File: config.mk
export PLATFORM = sky130hd
export DESIGN_NAME = lcd_pclk_ctrl
export DESIGN_NICKNAME = d
export VERILOG_FILES = /design/src/rtl/lcd_pclk_pkg.sv /design/src/rtl/lcd_tick_mux.sv /design/src/rtl/lcd_pclk_div.sv /design/src/rtl/lcd_vid_enable.sv /design/src/rtl/lcd_pclk_ctrl.sv
export SDC_FILE = /design/constraint.sdc
export NUM_CORES = 1
export LEC_CHECK = 0
export ABC_AREA = 1
export CORE_ASPECT_RATIO = 0.8
export CORE_MARGIN = 1
export CORE_UTILIZATION = 35
export DETAILED_ROUTE_END_ITERATION = 10
export HOLD_SLACK_MARGIN = 0.02
export PLACE_DENSITY = 0.59
export SLEW_MARGIN = 5
export SYNTH_ARGS = -nofsm -noshare
export SYNTH_HDL_FRONTEND = slang
export SYNTH_SLANG_ARGS = --single-unit
File: constraint.sdc
create_clock -name clk -period 1.37 [get_ports clk]
set_input_delay 0.3425 -clock clk [delete_from_list [all_inputs] [get_ports clk]]
set_output_delay 0.3425 -clock clk [all_outputs]
set_load 0.05 [all_outputs]
File: src/rtl/lcd_pclk_pkg.sv
package lcd_pclk_pkg;

    localparam int SRC_W = 2;
    localparam int NUM_SRC = 2;

    localparam logic [1:0] VCODE_OFF   = 2'b00;
    localparam logic [1:0] VCODE_RSVD  = 2'b01;
    localparam logic [1:0] VCODE_DEFER = 2'b10;
    localparam logic [1:0] VCODE_ON    = 2'b11;

    typedef enum logic [1:0] {
        VS_OFF    = 2'd0,
        VS_PARKED = 2'd1,
        VS_RUN    = 2'd2,
        VS_DRAIN  = 2'd3
    } vstate_e;

endpackage

File: src/rtl/lcd_tick_mux.sv
module lcd_tick_mux #(
    parameter int NUM_SRC = 2,
    parameter int SEL_W   = 2
) (
    input  logic [NUM_SRC-1:0] ticks,
    input  logic [SEL_W-1:0]   sel,
    output logic               tick_out
);
    logic [NUM_SRC-1:0] hit;

    // codes at or above NUM_SRC match no source
    for (genvar g = 0; g < NUM_SRC; g++) begin : g_src
        assign hit[g] = ticks[g] && (sel == SEL_W'(g));
    end

    assign tick_out = |hit;

endmodule

File: src/rtl/lcd_pclk_div.sv
module lcd_pclk_div #(
    parameter int DIV_W = 6
) (
    input  logic             clk,
    input  logic             rst_n,
    input  logic             tick,
    input  logic             enable,
    input  logic             divided,
    input  logic [DIV_W-1:0] div_val,
    input  logic             restart,
    output logic             stb,
    output logic             lvl
);
    typedef struct packed {
        logic [DIV_W-1:0] cnt;
        logic             stb;
        logic             lvl;
    } div_st_t;

    div_st_t st_d, st_q;
    logic    period_hit;

    // a zero divider in divided mode hits on every tick
    assign period_hit = !divided || (st_q.cnt >= div_val);

    always_comb begin
        st_d     = st_q;
        st_d.stb = 1'b0;
        if (!enable) begin
            st_d.cnt = '0;
            st_d.lvl = 1'b0;
        end else if (restart) begin
            st_d.cnt = '0;
        end else if (tick) begin
            if (period_hit) begin
                st_d.cnt = '0;
                st_d.stb = 1'b1;
                st_d.lvl = ~st_q.lvl;
            end else begin
                st_d.cnt = st_q.cnt + 1'b1;
            end
        end
    end

    always_ff @(posedge clk or negedge rst_n) begin
        if (!rst_n) st_q <= '0;
        else        st_q <= st_d;
    end

    assign stb = st_q.stb;
    assign lvl = st_q.lvl;

endmodule

File: src/rtl/lcd_vid_enable.sv
module lcd_vid_enable
    import lcd_pclk_pkg::*;
(
    input  logic       clk,
    input  logic       rst_n,
    input  logic       wr,
    input  logic [1:0] code,
    input  logic       frame_end,
    output logic       video_on,
    output logic [1:0] state_rd
);
    vstate_e vs_d, vs_q;

    always_comb begin
        vs_d = vs_q;
        if (frame_end && vs_q == VS_DRAIN) vs_d = VS_PARKED;
        // a non-reserved write overrides the frame end rule
        if (wr) begin
            unique case (code)
                VCODE_ON:    vs_d = VS_RUN;
                VCODE_OFF:   vs_d = VS_OFF;
                VCODE_DEFER: vs_d = (vs_q == VS_RUN || vs_q == VS_DRAIN) ? VS_DRAIN : VS_PARKED;
                default:     ;
            endcase
        end
    end

    always_ff @(posedge clk or negedge rst_n) begin
        if (!rst_n) vs_q <= VS_OFF;
        else        vs_q <= vs_d;
    end

    always_comb begin
        unique case (vs_q)
            VS_OFF:    state_rd = VCODE_OFF;
            VS_PARKED: state_rd = VCODE_DEFER;
            default:   state_rd = VCODE_ON;
        endcase
    end

    assign video_on = (vs_q == VS_RUN) || (vs_q == VS_DRAIN);

endmodule

File: src/rtl/lcd_pclk_ctrl.sv
module lcd_pclk_ctrl
    import lcd_pclk_pkg::*;
#(
    parameter int DIV_W = 6
) (
    input  logic             clk,
    input  logic             rst_n,
    input  logic             sys_tick,
    input  logic             vid_tick,
    input  logic             cfg_wr,
    input  logic [1:0]       cfg_src,
    input  logic             cfg_divided,
    input  logic [DIV_W-1:0] cfg_div,
    input  logic             cfg_upd_frame,
    input  logic             cfg_clk_en,
    input  logic [1:0]       cfg_vid,
    input  logic             frame_start,
    input  logic             frame_end,
    output logic             pclk_stb,
    output logic             pclk_lvl,
    output logic             video_on,
    output logic [1:0]       vid_state_rd
);
    typedef struct packed {
        logic [SRC_W-1:0] src;
        logic             divided;
        logic             clk_en;
        logic [DIV_W-1:0] div_act;
        logic [DIV_W-1:0] div_pend;
        logic             pend_v;
    } cfg_t;

    cfg_t cfg_d, cfg_q;
    logic restart;
    logic src_tick;

    always_comb begin
        cfg_d   = cfg_q;
        restart = 1'b0;
        // commit a deferred divider at the frame boundary
        if (frame_start && cfg_q.pend_v) begin
            cfg_d.div_act = cfg_q.div_pend;
            cfg_d.pend_v  = 1'b0;
            restart       = 1'b1;
        end
        if (cfg_wr) begin
            cfg_d.src     = cfg_src;
            cfg_d.divided = cfg_divided;
            cfg_d.clk_en  = cfg_clk_en;
            if (cfg_src != cfg_q.src || cfg_divided != cfg_q.divided) restart = 1'b1;
            if (cfg_upd_frame) begin
                cfg_d.div_pend = cfg_div;
                cfg_d.pend_v   = 1'b1;
            end else begin
                cfg_d.div_act = cfg_div;
                cfg_d.pend_v  = 1'b0;
                restart       = 1'b1;
            end
        end
    end

    always_ff @(posedge clk or negedge rst_n) begin
        if (!rst_n) cfg_q <= '0;
        else        cfg_q <= cfg_d;
    end

    lcd_tick_mux #(
        .NUM_SRC (NUM_SRC),
        .SEL_W   (SRC_W)
    ) u_mux (
        .ticks    ({vid_tick, sys_tick}),
        .sel      (cfg_q.src),
        .tick_out (src_tick)
    );

    lcd_pclk_div #(
        .DIV_W (DIV_W)
    ) u_div (
        .clk     (clk),
        .rst_n   (rst_n),
        .tick    (src_tick),
        .enable  (cfg_q.clk_en),
        .divided (cfg_q.divided),
        .div_val (cfg_q.div_act),
        .restart (restart),
        .stb     (pclk_stb),
        .lvl     (pclk_lvl)
    );

    lcd_vid_enable u_ven (
        .clk       (clk),
        .rst_n     (rst_n),
        .wr        (cfg_wr),
        .code      (cfg_vid),
        .frame_end (frame_end),
        .video_on  (video_on),
        .state_rd  (vid_state_rd)
    );

endmodule

Yosys cells after proc, flatten, opt, wreduce, memory -nomap -nowiden --
Cells that the tools add are included.
Storage, ports and cells: register bits after elaboration 27, bits of input ports 20, output and inout bits 5, logic and storage cells 63
Cells by class: add/sub/neg operators 1, magnitude comparators 1, equality and inequality tests 12, multiplexer cells 23, bitwise operators 1, reductions and logical operators 15
Operators by type and width (count):
- 2-to-1 mux 6 bit | 6
- 2-to-1 mux 13 bit | 1
- 2-to-1 mux 2 bit | 5
- equality test 2 bit, second input constant | 4
- 2-to-1 mux 1 bit | 8
- 2-to-1 mux 8 bit | 1
- adder 6 x 1 -> 6 bit, second input constant | 1
- greater-or-equal comparator 6 bit | 1
- logical NOT 2 bit | 3
- one-hot mux 2 bit (3 select lines) | 1
- equality test 2 x 1 -> 1 bit, second input constant | 2
- logical AND 1 bit | 4
- != test 2 x 1 -> 1 bit, second input constant | 2
- one-hot mux 2 bit (2 select lines) | 1
- logical OR 1 bit | 3
- != test 3 x 1 -> 1 bit, second input constant | 1
- AND reduction 3 bit | 1
- != test 2 bit | 1
- != test 2 bit, second input constant | 1
- AND reduction 2 bit | 1
- nonzero test 2 bit | 1
- OR reduction 2 bit | 1
- logical NOT 1 bit | 1
- != test 1 bit | 1
- NOT 1 bit | 1

Longest topological paths before layout --
word-level depth 7, depth in mapped cells 11, mapped depth without buffers 11

By module --
Synthesis repeated with hierarchy kept, for this count alone.
Unflattened totals: cell total of the unflattened synthesis 195, area total of the unflattened synthesis 1597.8 um2
Modules (own cells, without submodules):
- lcd_pclk_ctrl | times used 1, cells each 84, area each 788.3 um2, seq. area each 425.4 um2
- lcd_pclk_div | times used 1, cells each 89, area each 675.6 um2, seq. area each 200.2 um2
- lcd_vid_enable | times used 1, cells each 17, area each 113.9 um2, seq. area each 50.0 um2
- lcd_tick_mux | times used 1, cells each 5, area each 20.0 um2, seq. area each 0.0 um2

Least setup slack after synthesis --
OpenSTA, ideal clock, no wires.
path kind reg-to-reg, start register u_div.st_q[2] in the netlist's numbering, end register u_div.st_q[3] in the netlist's numbering, library setup time 0.066 ns, arrival time 1.280 ns, required time 1.304 ns, slack 0.024 ns, cell stages (with the launch flop) 12, path buffers 0, period minus slack after synthesis 1.346 ns, cell sequence dfrtp_1 > inv_1 > ha_1 > inv_1 > nand2_1 > nand2_1 > nand2_1 > nand2_1 > nand2_1 > nor2_2 > nand3_1 > nand2_1
On the way: word-level cells in the longest chain between the ends 6, elaborated cells between the ends (all ways) 7, classes of those cells 1 x add/sub; 1 x order compare; 4 x mux; 1 x reduce/logical
RTL lines:
- start: declaration | line lcd_pclk_div.sv:20 | div_st_t st_d, st_q;
- start signal: assignment | line lcd_pclk_div.sv:47 | else st_q <= st_d;
- greater-or-equal comparator 6 bit | line lcd_pclk_div.sv:24 | assign period_hit = !divided || (st_q.cnt >= div_val);
- logical OR 1 bit | line lcd_pclk_div.sv:24
- 2-to-1 mux 6 bit (*) | line lcd_pclk_div.sv:35 | if (period_hit) begin
- 2-to-1 mux 8 bit (*) | line lcd_pclk_div.sv:34 | end else if (tick) begin
- 2-to-1 mux 6 bit (*) | line lcd_pclk_div.sv:32 | end else if (restart) begin
- 2-to-1 mux 6 bit (*) | line lcd_pclk_div.sv:29 | if (!enable) begin
Every way passes the cells marked *; elsewhere a longest branch is shown, timed or not. The select of a mux whose other input is x is not followed. A chain may end at the register's enable or synchronous reset.

Worst setup path after layout --
start register cfg_q[12] in the netlist's numbering, end register u_div.st_q[7] in the netlist's numbering
On the way: word-level cells in the longest chain between the ends 6
RTL lines:
- start: declaration | line lcd_pclk_ctrl.sv:33 | cfg_t cfg_d, cfg_q;
- start signal: assignment | line lcd_pclk_ctrl.sv:64 | else cfg_q <= cfg_d;
- greater-or-equal comparator 6 bit | line lcd_pclk_div.sv:24
- logical OR 1 bit | line lcd_pclk_div.sv:24
- 2-to-1 mux 6 bit | line lcd_pclk_div.sv:35
- 2-to-1 mux 8 bit | line lcd_pclk_div.sv:34
- 2-to-1 mux 6 bit | line lcd_pclk_div.sv:32
- 2-to-1 mux 6 bit | line lcd_pclk_div.sv:29
No other way between the ends. The select of a mux whose other input is x is not followed.

==> impl_metrics.py <==
metrics = {
    "floorplanning": {
        "die_h_um": 60.1,
        "initial_utilization_pct": 37.6,
        "core-area_sq_um": 3930,
        "die_w_um": 74.6,
        "rows": 20,
        "dieArea_sq_um": 4490,
        "num_io_pins": 25,
    },
    "layout": {
        "seq_area_sq_um": 676,
        "final_cell_mix": "nand2_1 (44), dfrtp_1 (27), inv_1 (22)",
        "layout_commonest_cell": "nand2_1",
        "drive_gt1_share_pct": 23.1,
        "num-fill-cells": 376,
        "syn_to_final_growth_pct": 41.6,
        "stdcell_count": 280,
        "multi_input_area_sq_um": 762,
        "diodes": 0,
        "nets": 253,
    },
    "sta": {
        "period_minus_slack_ns": 1.45,
        "tightest_slew_ns": 0.377,
        "setup_slack_ns": -0.0812,
        "relSlewSlack_pct": 74.9,
        "clock_skew_ns": 0.00373,
        "finalCritPeriodShare_pct": 106,
        "max_clock_freq_mhz": 689,
        "hold_violations": 0,
        "drv_slew": 0,
        "rsz0062_at_grt": "yes",
        "finalSetupViolCount": 8,
    },
    "placed_design": {
        "placedCellCount": 275,
        "port_buffers": 24,
        "pre_cts_ws_ns": -0.302,
        "hpwl_mm": 2.24,
        "gp_congestion": 0.774,
    },
    "routing": {
        "route.detailed.drc": 0,
        "wl_mm": 3.12,
        "vias_per_cell": 4.64,
        "ant_nets": 0,
        "num_vias": 1298,
        "drt_first_pass_iters": 6,
        "routedWlPerCell_um": 11.1,
        "drt_iter0_drc": 53,
    },
    "clock_network": {
        "clkSinkCount": 27,
        "htreeDepth": 1,
        "cts_tree": "yes",
        "cts_inserted_buffers": 3,
        "cts.reportedPaths.clkPinSlew_ns": 0.09,
        "clock-root-buffer": "clkbuf_8",
        "clk_path_buf_depth": 2,
        "clkLatencyLatePin_ns": 0.27,
    },
    "critical_path": {
        "required_ns": 1.59,
        "slowest_delay_ns": 0.39,
        "crit_top_cell": "nand2_1",
        "worstSetupEndpointType": "flop",
        "r2r_setup_slack_ns": -0.08,
        "crit_chain": "inv_2 -> ha_4 -> nand2_1 -> nand2_1 -> nor2_2 -> nand2_2 -> nor2_4 -> nand3_1 -> nand2_1",
        "cp_max_fo": 5,
        "worstPathArrival_ns": 1.67,
        "start_kind": "flop",
        "path_class": "reg2reg",
        "cp_top_family": "simple AND/OR/NAND/NOR gates",
        "cp_num_buf_inv": 1,
        "crit_slowest_cell": "dfrtp_1",
    },
    "global_routing": {
        "grt_pass1_wl_mm": 5.24,
        "grt_max_degree": 28,
        "antenna_found_initial": 0,
        "grt-ovfl-total": 0,
        "grt_use_total_pct": 15.4,
        "grt_pass1_vias": 1214,
    },
    "synthesis": {
        "syn_area_sq_um": 1480,
        "synth.avg_cell_area_sq_um": 7.90,
        "yosysSeqAreaShare_pct": 45.7,
        "syn_nets": 214,
        "ys_ff_latch": 27,
        "ys_warn_count": 0,
        "ys_types": 23,
        "post_synth_inst_count": 187,
    },
    "worst_hold_path": {
        "min_path_type": "in2reg",
    },
    "power_and_ir_drop": {
        "irDropWorstVdd_v": 0.000452,
        "power_density_nw_per_um2": 916,
        "p_leak_nw": 1.04,
    },
    "run_status": {
        "status": "complete, but fails checks",
        "violations": "negative setup slack",
    },
    "job": {
        "cap_violations": 0,
    },
}
[routing by layer]
| metal | track usage, % | wire, um | vias to the layer above |
|---|---|---|---|
| met2 | 25.5 | 1430 | 25 |
| met4 | 3.23 | 20 | 0 |
| met5 | 0 | 0 | - |
| met1 | 20.4 | 1480 | 598 |
| met3 | 3.88 | 194 | 4 |
| li1 | - | - | 671 |
[kinds of logic after synthesis]
kind of cell / synth area share, %
DFF: 45.7
adders and majority gates: 5.93
xor gates and xnor gates: 2.37
and+or+nand+nor: 25.7
buffers and inverters: 8.81
AOI/OAI and AO/OA: 11.5
[synth_stat cells, drive strengths merged]
master,count,area (sq um)
nand2,50,200
inv,28,105
dfrtp,27,676
o21ai,18,93.8
nor2,17,71.3
nand3,9,45.0
o22ai,8,50.1
ha,7,87.6
nand4,6,37.5
clkbuf,4,15.0
a21oi,3,26.3
buf,2,10.0
or2,2,12.5
xnor2,2,17.5
xor2,2,17.5
nand3b,1,7.51
nor3,1,5.00
[worst paths after layout]
path | start | endpoint | depth (start not counted)
max reg2reg | cfg_q[12] | u_div.st_q[7] | 9
max | cfg_q[12] | u_div.st_q[7] | 9
min | cfg_src[0] | cfg_q[15] | 3
min in group asynchronous | rst_n | u_ven.vs_q[1] | 2
max in group asynchronous | rst_n | u_div.st_q[3] | 2
min reg2reg | cfg_q[1] | cfg_q[1] | 2
[layout make-up]
cell class / instances / share of cell area (%)
Sequential cell: 27 / 32.3
Inverter: 28 / 5.02
Tap cell: 55 / 3.29
Multi-Input combinational cell: 126 / 36.4
Timing Repair Buffer: 40 / 20.8
Clock buffer: 4 / 2.15
[tightest hold or removal path, stage by stage]
cell and delay, ns:
dlymetal6s2s_1 0.12, nand2_1 0.06, o21ai_0 0.06
[through the flow]
stage / instance area, sq um / utilization, % / total power [W] / TNS (ns) / hold WS, ns
floorplan: 1480 / - / 0.00120 / 0 / 0.0469
global placement: 1940 / 49.3 / 0.00141 / -4.17 / 0.463
detailed placement: 1940 / 49.3 / 0.00142 / -4.37 / 0.473
CTS: 2040 / 52.0 / 0.00192 / -0.351 / 0.427
global route: 2090 / 53.2 / 0.00204 / -1.26 / 0.371
finish: 2090 / 53.2 / 0.00192 / -0.498 / 0.336
[registers in the layout, indices dropped and copies added, names as in the netlist]
name and cells:
cfg_q 17, u_div.st_q 6, u_ven.vs_q 2, u_div.lvl 1, u_div.stb 1
[power by group]
part / switching, W / total, W / internal [W]
Sequential: 0.0000525 / 0.000924 / 0.000871
Combinational: 0.000285 / 0.000535 / 0.000250
Clock: 0.000249 / 0.000458 / 0.000209
[timing repair]
item / in CTS / in global routing
hold buffers: 0 / 0
setup buffers: 1 / 0
cloned: 0 / 0
endpoints found under the setup margin: 9 / 13
gates resized for setup: 12 / 13
pin swaps: 7 / 12
hold endpoints to repair: 0 / 0
No activity file was read; power rests on OpenSTA's default activity.
